<file path="src/rtl/kbc_pkg.sv">
package kbc_pkg;

  typedef enum logic [2:0] {
    PD_NONE,
    PD_RAM,
    PD_OUTP,
    PD_OB1,
    PD_OB2,
    PD_DEV2
  } pend_t;

  localparam logic [7:0] CFG_KEEP  = 8'h77;
  localparam logic [7:0] ST_PASS   = 8'h55;
  localparam logic [7:0] ST_FAIL   = 8'hFC;

  // fault flags: [0] clock low, [1] clock high, [2] data low, [3] data high
  function automatic logic [7:0] line_diag(input logic [3:0] f);
    if (f[0])      return 8'h01;
    else if (f[1]) return 8'h02;
    else if (f[2]) return 8'h03;
    else if (f[3]) return 8'h04;
    else           return 8'h00;
  endfunction

endpackage

</file>
<file path="src/rtl/kbc_scratch_ram.sv">
module kbc_scratch_ram #(
  parameter int AW = 5,
  parameter int DW = 8
) (
  input  logic          clk,
  input  logic          we,
  input  logic [AW-1:0] waddr,
  input  logic [DW-1:0] wdata,
  input  logic [AW-1:0] raddr,
  output logic [DW-1:0] rdata
);
  localparam int DEPTH = 1 << AW;

  logic [DW-1:0] mem [DEPTH];

  always_ff @(posedge clk) begin
    if (we) mem[waddr] <= wdata;
    rdata <= mem[raddr];
  end
endmodule

</file>
<file path="src/rtl/kbc_rx_arb.sv">
module kbc_rx_arb #(
  parameter int NCH = 2,
  parameter int DW  = 8
) (
  input  logic [NCH-1:0]    rx_valid,
  input  logic [NCH*DW-1:0] rx_data,
  input  logic [NCH-1:0]    port_en,
  input  logic              allow,
  output logic [NCH-1:0]    rx_ready,
  output logic              take,
  output logic              take_ch,
  output logic [DW-1:0]     take_data
);
  logic [NCH-1:0] offer;

  assign offer = rx_valid & port_en;

  // fixed priority: lower channel index first
  always_comb begin
    rx_ready = '0;
    if (allow) begin
      rx_ready[0] = port_en[0];
      rx_ready[1] = port_en[1] & ~offer[0];
    end
  end

  assign take      = |(rx_valid & rx_ready);
  assign take_ch   = ~(rx_valid[0] & rx_ready[0]);
  assign take_data = take_ch ? rx_data[2*DW-1:DW] : rx_data[DW-1:0];
endmodule

</file>
<file path="src/rtl/kbc_line_pulse.sv">
module kbc_line_pulse #(
  parameter int PULSE_CYC = 750000,
  parameter int NL        = 4
) (
  input  logic          clk,
  input  logic          rst,
  input  logic          start,
  input  logic [NL-1:0] mask,
  output logic [NL-1:0] lines_n,
  output logic          busy
);
  localparam int CW = $clog2(PULSE_CYC + 1);

  logic [CW-1:0] cnt;

  always_ff @(posedge clk) begin
    if (rst) begin
      lines_n <= '1;
      busy    <= 1'b0;
      cnt     <= '0;
    end else if (busy) begin
      if (cnt == CW'(PULSE_CYC - 1)) begin
        lines_n <= '1;
        busy    <= 1'b0;
        cnt     <= '0;
      end else begin
        cnt <= cnt + 1'b1;
      end
    end else if (start && (mask != '1)) begin
      lines_n <= mask;
      busy    <= 1'b1;
      cnt     <= '0;
    end
  end

  a_r10_width_bound: assert property (@(posedge clk) disable iff (rst)
    busy |-> (int'(cnt) < PULSE_CYC));
  a_r10_idle_high: assert property (@(posedge clk) disable iff (rst)
    !busy |-> (lines_n == '1));
  a_r10_hold_mask: assert property (@(posedge clk) disable iff (rst)
    (busy && $past(busy)) |-> $stable(lines_n));
endmodule

</file>
<file path="src/rtl/kbc_host_regs.sv">
module kbc_host_regs
  import kbc_pkg::*;
#(
  parameter int         RAM_AW     = 5,
  parameter int         PULSE_CYC  = 750000,
  parameter logic [7:0] OUTP_RESET = 8'h01
) (
  input  logic        clk,
  input  logic        rst,
  input  logic        host_wr,
  input  logic        host_rd,
  input  logic        host_addr,
  input  logic [7:0]  host_wdata,
  output logic [7:0]  host_rdata,
  input  logic [1:0]  dev_rx_valid,
  input  logic [15:0] dev_rx_data,
  output logic [1:0]  dev_rx_ready,
  output logic [1:0]  dev_tx_valid,
  output logic [7:0]  dev_tx_data,
  input  logic [1:0]  dev_tx_ready,
  input  logic [7:0]  port_fault,
  input  logic        ctl_fault,
  input  logic        err_timeout,
  input  logic        err_parity,
  output logic        irq_kbd,
  output logic        irq_aux,
  output logic [7:0]  out_port,
  output logic [3:0]  line_pulse_n
);
  localparam int NCH = 2;
  localparam int DW  = 8;
  localparam int NL  = 4;

  // state
  logic [DW-1:0]     cfg;
  logic [DW-1:0]     obuf;
  logic              obf;
  logic              ob_aux;
  logic              cmd_flag;
  pend_t             pend;
  logic [RAM_AW-1:0] pidx;
  logic              resp_v;
  logic              resp_ram;
  logic [DW-1:0]     resp_imm;
  logic [NCH-1:0]    tx_v;
  logic [DW-1:0]     tx_d;
  logic [NCH-1:0]    irq_q;
  logic [DW-1:0]     status;

  // decoded strobes
  logic wr_cmd, wr_dat, pulse_go, pulse_busy;
  logic ram_we;
  logic [DW-1:0] ram_q;
  logic rx_take, rx_ch, rx_allow;
  logic [DW-1:0] rx_byte;

  assign wr_cmd   = host_wr &  host_addr;
  assign wr_dat   = host_wr & ~host_addr;
  assign pulse_go = wr_cmd & (host_wdata[7:4] == 4'hF);
  assign ram_we   = wr_dat & (pend == PD_RAM) & (pidx != '0);
  assign rx_allow = ~obf & ~resp_v & ~host_wr & ~host_rd;

  assign status = {err_parity, err_timeout, obf & ob_aux, 1'b0,
                   cmd_flag, cfg[2], |tx_v, obf};

  kbc_scratch_ram #(.AW(RAM_AW), .DW(DW)) u_ram (
    .clk   (clk),
    .we    (ram_we),
    .waddr (pidx),
    .wdata (host_wdata),
    .raddr (host_wdata[RAM_AW-1:0]),
    .rdata (ram_q)
  );

  kbc_rx_arb #(.NCH(NCH), .DW(DW)) u_arb (
    .rx_valid  (dev_rx_valid),
    .rx_data   (dev_rx_data),
    .port_en   (~cfg[5:4]),
    .allow     (rx_allow),
    .rx_ready  (dev_rx_ready),
    .take      (rx_take),
    .take_ch   (rx_ch),
    .take_data (rx_byte)
  );

  kbc_line_pulse #(.PULSE_CYC(PULSE_CYC), .NL(NL)) u_pulse (
    .clk     (clk),
    .rst     (rst),
    .start   (pulse_go),
    .mask    (host_wdata[NL-1:0]),
    .lines_n (line_pulse_n),
    .busy    (pulse_busy)
  );

  always_ff @(posedge clk) begin
    if (rst) begin
      cfg        <= '0;
      obuf       <= '0;
      obf        <= 1'b0;
      ob_aux     <= 1'b0;
      cmd_flag   <= 1'b0;
      pend       <= PD_NONE;
      pidx       <= '0;
      resp_v     <= 1'b0;
      resp_ram   <= 1'b0;
      resp_imm   <= '0;
      tx_v       <= '0;
      tx_d       <= '0;
      irq_q      <= '0;
      out_port   <= OUTP_RESET;
      host_rdata <= '0;
    end else begin
      irq_q  <= '0;
      resp_v <= 1'b0;

      for (int i = 0; i < NCH; i++) begin
        if (tx_v[i] && dev_tx_ready[i]) tx_v[i] <= 1'b0;
      end

      if (host_rd) begin
        host_rdata <= host_addr ? status : obuf;
        if (!host_addr) obf <= 1'b0;
      end

      if (resp_v) begin
        obuf   <= resp_ram ? ram_q : resp_imm;
        obf    <= 1'b1;
        ob_aux <= 1'b0;
      end

      if (rx_take) begin
        obuf         <= rx_byte;
        obf          <= 1'b1;
        ob_aux       <= rx_ch;
        irq_q[rx_ch] <= cfg[rx_ch];
      end

      if (host_wr) begin
        cmd_flag <= host_addr;
        pend     <= PD_NONE;
        if (host_addr) begin
          casez (host_wdata)
            8'b001?_????: begin
              resp_v <= 1'b1;
              if (host_wdata[4:0] == 5'd0) begin
                resp_ram <= 1'b0;
                resp_imm <= cfg;
              end else begin
                resp_ram <= 1'b1;
              end
            end
            8'b011?_????: begin
              pend <= PD_RAM;
              pidx <= host_wdata[RAM_AW-1:0];
            end
            8'hA7: cfg[5] <= 1'b1;
            8'hA8: cfg[5] <= 1'b0;
            8'hAD: cfg[4] <= 1'b1;
            8'hAE: cfg[4] <= 1'b0;
            8'hA9: begin
              resp_v <= 1'b1; resp_ram <= 1'b0;
              resp_imm <= line_diag(port_fault[7:4]);
            end
            8'hAB: begin
              resp_v <= 1'b1; resp_ram <= 1'b0;
              resp_imm <= line_diag(port_fault[3:0]);
            end
            8'hAA: begin
              resp_v <= 1'b1; resp_ram <= 1'b0;
              resp_imm <= ctl_fault ? ST_FAIL : ST_PASS;
            end
            8'hD0: begin
              resp_v <= 1'b1; resp_ram <= 1'b0;
              resp_imm <= out_port;
            end
            8'hD1: pend <= PD_OUTP;
            8'hD2: pend <= PD_OB1;
            8'hD3: pend <= PD_OB2;
            8'hD4: pend <= PD_DEV2;
            default: ;
          endcase
        end else begin
          case (pend)
            PD_RAM: begin
              if (pidx == '0) cfg <= host_wdata & CFG_KEEP;
            end
            PD_OUTP: out_port <= host_wdata;
            PD_OB1, PD_OB2: begin
              obuf   <= host_wdata;
              obf    <= 1'b1;
              ob_aux <= (pend == PD_OB2);
              if (pend == PD_OB2) irq_q[1] <= cfg[1];
              else                irq_q[0] <= cfg[0];
            end
            PD_DEV2: begin
              tx_v[1] <= 1'b1;
              tx_d    <= host_wdata;
            end
            default: begin
              tx_v[0] <= 1'b1;
              tx_d    <= host_wdata;
            end
          endcase
        end
      end
    end
  end

  assign dev_tx_valid = tx_v;
  assign dev_tx_data  = tx_d;
  assign irq_kbd      = irq_q[0];
  assign irq_aux      = irq_q[1];

  // a full output buffer holds off both channels
  a_r11_hold_off: assert property (@(posedge clk) disable iff (rst)
    obf |-> (dev_rx_ready == 2'b00));
  // a disabled channel is never offered ready
  a_r4_gate_first: assert property (@(posedge clk) disable iff (rst)
    cfg[4] |-> !dev_rx_ready[0]);
  a_r4_gate_second: assert property (@(posedge clk) disable iff (rst)
    cfg[5] |-> !dev_rx_ready[1]);
  // data read empties the buffer when nothing reloads it
  a_r1_read_clears: assert property (@(posedge clk) disable iff (rst)
    (host_rd && !host_addr && !resp_v && !host_wr) |=> !obf);
  // interrupt strobes are single cycle and accompany a full buffer
  a_r9_irq_single: assert property (@(posedge clk) disable iff (rst)
    (irq_kbd || irq_aux) |=> !(irq_kbd || irq_aux));
  a_r9_irq_with_data: assert property (@(posedge clk) disable iff (rst)
    irq_aux |-> (obf && ob_aux));
  // a waiting host byte stays put until the device takes it
  a_r8_tx_hold: assert property (@(posedge clk) disable iff (rst)
    (tx_v[0] && !dev_tx_ready[0] && !host_wr) |=> (tx_v[0] && $stable(tx_d)));
  // a pulse command while busy does not reload the lines
  a_r10_busy_ignore: assert property (@(posedge clk) disable iff (rst)
    (pulse_busy && pulse_go) |=> $stable(line_pulse_n) || (line_pulse_n == '1));
endmodule

</file>
<file path="config.mk">
export PLATFORM = sky130hd
export DESIGN_NAME = kbc_host_regs
export DESIGN_NICKNAME = d
export VERILOG_FILES = /design/src/rtl/kbc_pkg.sv /design/src/rtl/kbc_scratch_ram.sv /design/src/rtl/kbc_rx_arb.sv /design/src/rtl/kbc_line_pulse.sv /design/src/rtl/kbc_host_regs.sv
export SDC_FILE = /design/constraint.sdc
export NUM_CORES = 1
export LEC_CHECK = 0
export BUFFER_PORTS_ARGS = -buffer_cell sky130_fd_sc_hd__buf_2
export CAP_MARGIN = 30
export CELL_PAD_IN_SITES_DETAIL_PLACEMENT = 1
export CELL_PAD_IN_SITES_GLOBAL_PLACEMENT = 1
export CORE_MARGIN = 2
export CORE_UTILIZATION = 35
export CTS_BUF_LIST = sky130_fd_sc_hd__clkbuf_4 sky130_fd_sc_hd__clkbuf_8
export CTS_CLUSTER_DIAMETER = 100
export DETAILED_ROUTE_END_ITERATION = 6
export PLACE_DENSITY_LB_ADDON = 0.1
export SYNTH_ARGS = -nofsm -noshare
export SYNTH_HDL_FRONTEND = slang
export SYNTH_SLANG_ARGS = --single-unit
</file>
<file path="constraint.sdc">
create_clock -name clk -period 3 [get_ports clk]
set_input_delay 0.6 -clock clk [delete_from_list [all_inputs] [get_ports clk]]
set_output_delay 0.6 -clock clk [all_outputs]
set_load 0.01 [all_outputs]
</file>
==> out/metrics.yaml, run 1 <==
global_routing:
  grt_first_pass_wirelength_um: 58640
  grt_overflow_total: 0
  grtUsageTotal: 0.1796
  grt_max_degree: 61
  grt_pass1_vias: 9125
  antenna_found_initial: 2
synthesis:
  yosysSeqAreaShare: 0.6604
  synth-seq-cells: 352
  syn-instance-count: 963
  synth.area.top_cells: "edfxtp_1, dfxtp_1, mux4_2, mux2i_1, nor2_1"
  syn_area_per_cell_um2: 15.11
  yosys.area.top_type: "edfxtp_1"
  ys_warn_count: 0
  async_flop_share: 0
  synth_top_area_frac: 0.5283
  synthFlopType: "edfxtp_1"
  synth_area_mm2: 0.01455
  synth-edff-count: 256
  synthDistinctLibCells: 63
timing:
  maxSlewHeadroom: 0.3467
  hold_viol_final: 0
  maxSlewViolCount: 0
  fin_ws_ps: 267.4
  finalCritPeriodShare: 0.9109
  min_period_ps: 2733
  tightest_slew_ps: 972.5
  tns_ps: 0
  rsz0062_at_grt: "no"
  setup_viol: 0
  max_freq_ghz: 0.3659
  finalClockSkew_ps: 13.68
power_and_ir_drop:
  p_per_area_mw_per_mm2: 600.5
  pwr-share-comb: 0.055
  vdd_drop_max_mv: 0.3744
  switching_share: 0.2226
  p_int_mw: 8.052
  clockPowerShare: 0.433
  power_frac_seq: 0.512
  switching_power_mw: 2.306
  p_leak_nw: 5.924
outcome:
  status: "finished clean"
final_layout:
  fin_cells: 1697
  finish.utilization: 0.4215
  syn2layout_area_growth_pct: 18.53
  diodes: 0
  final_layout_size_suffix_gt1_frac: 0.3004
  layout.nets: 1161
  mostFrequentLayoutCells: "edfxtp_1, dfxtp_1, nor2_1"
  mostFrequentLayoutCell: "edfxtp_1"
die:
  row_count: 74
  initial_utilization: 0.3556
  fp.coreArea_mm2: 0.04092
  die_y_um: 207.9
  ios: 78
  die_w_um: 207.9
  die-area_mm2: 0.04322
place:
  port_buffers: 77
  dp_slack_ps: 233.7
  globalplace.congestion: 0.7643
  dpl.cell_count: 1587
  dp_hpwl_um: 25320
clocking:
  post_cts_buffers: 0
  numCtsBuffers: 59
  cts.clk_slew.worst_paths_ps: 60
  cts_tree: "yes"
  insertion_delay_ps: 660
  htree_levels: 2
  cts_hold_buf: 0
  cts_resized: 0
  cts.sinks: 352
  clock-root-buffer: "clkbuf_8"
  cts_max_path_buffers: 3
detailed_routing:
  drt_wl_total_um: 38380
  drc_errors: 0
  via_per_inst: 5.203
  dr.pass1.iters: 4
  drt_iter0_drc: 524
  vias: 8830
  detail-route-antenna-nets: 0
  wl_per_cell_um: 22.62
critical_path:
  cp.required_ps: 2400
  critPathCapture: "dev_rx_ready[1]"
  r2r_cells: 7
  ff2ff_setup_slack_ps: 720
  cp-start-kind: "flip-flop"
  worstPathMaxFanout: 20
  crit-reg2reg-launch: "u_pulse.cnt[1]"
  criticalPathCategory: "reg2out"
  cp-startpoint: "resp_v"
  critPathArrivalTime_ps: 2130
  r2r_end: "u_pulse.cnt[13]"
  endpoint_kind: "output pin"
flow_run:
  maxCapViolCount: 0
min_path:
  hold_class: "in2reg"
[sequential cells by signal (all words and copies together) (netlist names), 8 cells and up]
register     flops
u_ram.mem      256
dev_tx_data      8
host_rdata       8
u_ram.rdata      8
out_port         8
u_pulse.cnt     20
resp_imm         8
obuf             8
[through the flow]
step | hold WS [ps] | total power, mW | cell area, um^2
after floorplan | 445.0 | 5.712 | 14580
after global placement | 458.3 | 5.981 | 15970
after detailed placement | 461.1 | 5.987 | 15980
after CTS | 194.9 | 10.54 | 17250
after global routing | 220.0 | 10.80 | 17250
final | 244.6 | 10.36 | 17250
[cells in the mapped netlist (7+ instances only)]
cell type and instances:
dfxtp_1 96, mux2_2 9, o21bai_1 7, buf_4 9, nor2_1 94, clkbuf_1 37, a21oi_1 32, nand3b_1 10
a22o_1 8, o211ai_1 8, a211oi_1 11, nand3_1 24, nand2_1 35, mux4_2 80, and3_1 7, o21ai_0 26
a31oi_1 12, inv_1 14, nor3_1 23, mux2i_1 45, buf_1 11, edfxtp_1 256, nor4_1 7, nand2b_1 11
[how the worst min path moves through the flow]
stage / from / to / slack [ps] / cells past startpoint
2_1_floorplan: cmd_flag / cmd_flag / 450 / 2
5_1_grt: dev_tx_ready[0] / dev_tx_valid[0] / 220 / 4
6_report: dev_tx_ready[1] / dev_tx_valid[1] / 240 / 4
3_3_place_gp: host_rdata[4] / host_rdata[4] / 460 / 2
4_1_cts: dev_tx_ready[0] / dev_tx_valid[0] / 190 / 4
3_5_place_dp: host_rdata[4] / host_rdata[4] / 460 / 2
[layout make-up]
class                           count  area [um^2]
Multi-Input combinational cell    541         4638
Inverter                           14        52.55
Timing Repair Buffer              148         1015
Tap cell                          532        665.6
Fill cell                        4184        23680
Sequential cell                   352         9609
Clock buffer                      102         1216
Clock inverter                      8        51.30
[critical path: stages, from the launching register on]
cell and delay (ps):
dfxtp_1 530, or4_1 610, nor3_1 180, buf_2 160
[kinds of logic after synthesis]
group,synth area share
DFF,0.6604
and+or+nand+nor,0.09054
muxes,0.1617
AOI/OAI and AO/OA,0.05993
buffers and inverters,0.02270
xor gates and xnor gates,0.003611
adders and majority gates,0.0008597
other,0.0002577
[metal layers]
layer  wire length, um  global-route usage  up-vias
li1                  -                   -     4077
met1             18270              0.2628     4501
met2             17460              0.2747      199
met3              1967             0.03426       53
met4               679             0.04793        0
met5                 0                   0        -
[power groups by stage]
stage	sequential (mW)	clock [mW]	combinational (mW)
final	5.30	4.49	0.570
after detailed placement	5.40	0	0.585
after CTS	5.30	4.65	0.587
after floorplan	5.38	0	0.330
after global routing	5.30	4.87	0.624
after global placement	5.40	0	0.579
Note: power is estimated with default switching activity, not from simulation.
==> run 2: changes to the inputs <==
==> constraint.sdc (replaced) <==
create_clock -name clk -period 2.25 [get_ports clk]
set_input_delay 0.45 -clock clk [delete_from_list [all_inputs] [get_ports clk]]
set_output_delay 0.45 -clock clk [all_outputs]
set_load 0.01 [all_outputs]
==> out/metrics.yaml, run 2 (synthesis results as in run 1) <==
global_routing:
  grt_overflow_total: 0  # unchanged
  grt_first_pass_wirelength_um: 60400  # was 58,640 um
  grtUsageMet2: 0.2827  # was 0.2747
  use_met3: 0.03291  # was 0.03426
  gr-usage-met1: 0.2702  # was 0.2628
  grt_max_degree: 44  # was 61
  grtUsageTotal: 0.1849  # was 0.1796
  antenna_found_initial: 0  # was 2
  grt_busiest_layer: "met2"  # unchanged
  grt_pass1_vias: 9500  # was 9,125
place:
  port_buffers: 77  # unchanged
  dp_hpwl_um: 25650  # was 25,320 um
  dpl.cell_count: 1616  # was 1,587
  globalplace.congestion: 0.7618  # was 0.7643
detailed_routing:
  vias: 9042  # was 8,830
  drc_errors: 0  # unchanged
  dr.pass1.iters: 5  # was 4
  detail-route-antenna-nets: 0  # unchanged
  drt_wl_total_um: 39320  # was 38,380 um
  via_per_inst: 5.239  # was 5.203
  drt_iter0_drc: 456  # was 524
  wl_per_cell_um: 22.78  # was 22.62 um
final_layout:
  top_regs: "u_ram.mem x256, u_pulse.cnt x20"  # unchanged
  regMostFlops: "u_ram.mem"  # unchanged
  layout.nets: 1191  # was 1,161
  final_layout_size_suffix_gt1_frac: 0.3132  # was 0.3004
  syn2layout_area_growth_pct: 20.22  # was 18.53%
  fin_cells: 1726  # was 1,697
  largest_register_ffs: 256  # unchanged
  n_fill_cell: 4212  # was 4,184
  mostFrequentLayoutCells: "edfxtp_1, dfxtp_1, nor2_1"  # unchanged
  mostFrequentLayoutCell: "edfxtp_1"  # unchanged
  diodes: 0  # unchanged
die:
  die_w_um: 207.9  # unchanged
  row_count: 74  # unchanged
  fp.coreArea_mm2: 0.04092  # unchanged
  initial_utilization: 0.3556  # unchanged
  die-area_mm2: 0.04322  # unchanged
  die_y_um: 207.9  # unchanged
  ios: 78  # unchanged
critical_path:
  path_buf_inv: 1  # unchanged
  worstPathMaxFanout: 3  # was 20
  cp-start-kind: "flip-flop"  # unchanged
  cp_slowest_cell: "or4_4"  # was or4_1
  crit_chain: "or4_4, nor3_2, buf_2"  # was or4_1, nor3_1, buf_2
  max_stage_delay_ps: 500  # was 610 ps
  endpoint_kind: "output pin"  # unchanged
  critPathArrivalTime_ps: 1750  # was 2130 ps
  criticalPathCategory: "reg2out"  # unchanged
  r2r_cells: 6  # was 7
  cp.required_ps: 1800  # was 2400 ps
  critical_path.top_delay_family: "simple AND/OR/NAND/NOR gates"  # unchanged
  crit_cells: 3  # unchanged
timing:
  min_period_ps: 2202
  tns_ps: 0  # unchanged
  tightest_slew_ps: 589.1  # was 972.5 ps
  holdWs_ps: 101.7  # was 244.6 ps
  maxSlewHeadroom: 0.6073  # was 0.3467
  setup_viol: 0  # unchanged
  max_freq_ghz: 0.4542
  rsz0062_at_grt: "yes"  # was no
  hold_viol_final: 0  # unchanged
  maxSlewViolCount: 0  # unchanged
  finalCritPeriodShare: 0.9785
  finalClockSkew_ps: 45.57  # was 13.68 ps
flow_run:
  maxCapViolCount: 0  # unchanged
outcome:
  status: "finished clean"  # unchanged
clocking:
  cts.clk_slew.worst_paths_ps: 60  # about the same
  post_cts_buffers: 0  # unchanged
  cts.sinks: 352  # unchanged
  cts_tree: "yes"  # unchanged
  cts_hold_buf: 0  # unchanged
  clock-root-buffer: "clkbuf_8"  # unchanged
  htree_levels: 2  # unchanged
  insertion_delay_ps: 670  # was 660 ps
  cts_max_path_buffers: 3  # unchanged
  numCtsBuffers: 60  # was 59
power_and_ir_drop:
  vdd_drop_max_mv: 0.4066  # was 0.3744 mV
  p_leak_nw: 6.051  # was 5.924 nW
  p_per_area_mw_per_mm2: 774.8  # was 600.5 mW/mm^2
  power.total_mw: 13.55  # was 10.36 mW
min_path:
  hold_class: "in2reg"  # unchanged
  hold_depth: 4  # unchanged
[run 2: final timing paths]
| kind | from | slack, ps | endpoint |
|---|---|---|---|
| setup / recovery | resp_v | 50 | dev_rx_ready[1] |
| hold / removal | dev_tx_ready[1] | 100 | dev_tx_valid[1] |
| setup reg to reg | u_pulse.cnt[0] | 200 | u_pulse.cnt[6] |
| hold reg to reg | host_rdata[4] | 470 | host_rdata[4] |
[run 2: routing by layer]
layer	vias up	wire [um]	share of wire
li1	4137	-	-
met1	4668	18970	0.48
met2	186	17870	0.45
met3	51	1788	0.045
met4	0	696	0.018
met5	-	0	0
[run 2: layout make-up]
cell class,count,area [um^2],area share
sequential,352,9610,0.5493
clock buffer,91,1071,0.06122
timing repair buffer,177,1345,0.07688
multi-input combinational,541,4651,0.2658
clock inverter,19,98.84,0.005650
tap,532,665.6,0.03805
inverter,14,52.55,0.003004
[run 2: timing repair]
item,CTS,global route
setup endpoints to repair,2,13
pin swaps,1,0
gates resized for setup,4,1
[run 2: stage by stage]
stage	util	instance area, um^2	setup WS [ps]
floorplan	-	14580	-170.9
global placement	0.3986	16310	-176.8
detailed placement	0.3986	16310	-179.2
CTS	0.4274	17490	-7.075
global route	0.4275	17490	-17.70
finish	0.4275	17490	48.28
[run 2: worst reg2reg max path, cell delays in order (launching register included)]
cell and delay (ps):
dfxtp_1 380, ha_1 240, and3_1 240, nand4_1 260, o31a_2 550, a21oi_1 210, a31oi_1 50
[run 2: power breakdown]
group	internal (mW)	switching [mW]
logic	0.369	0.434
clock network	3.04	2.65
registers	7.01	0.0532
total	10.4	3.13
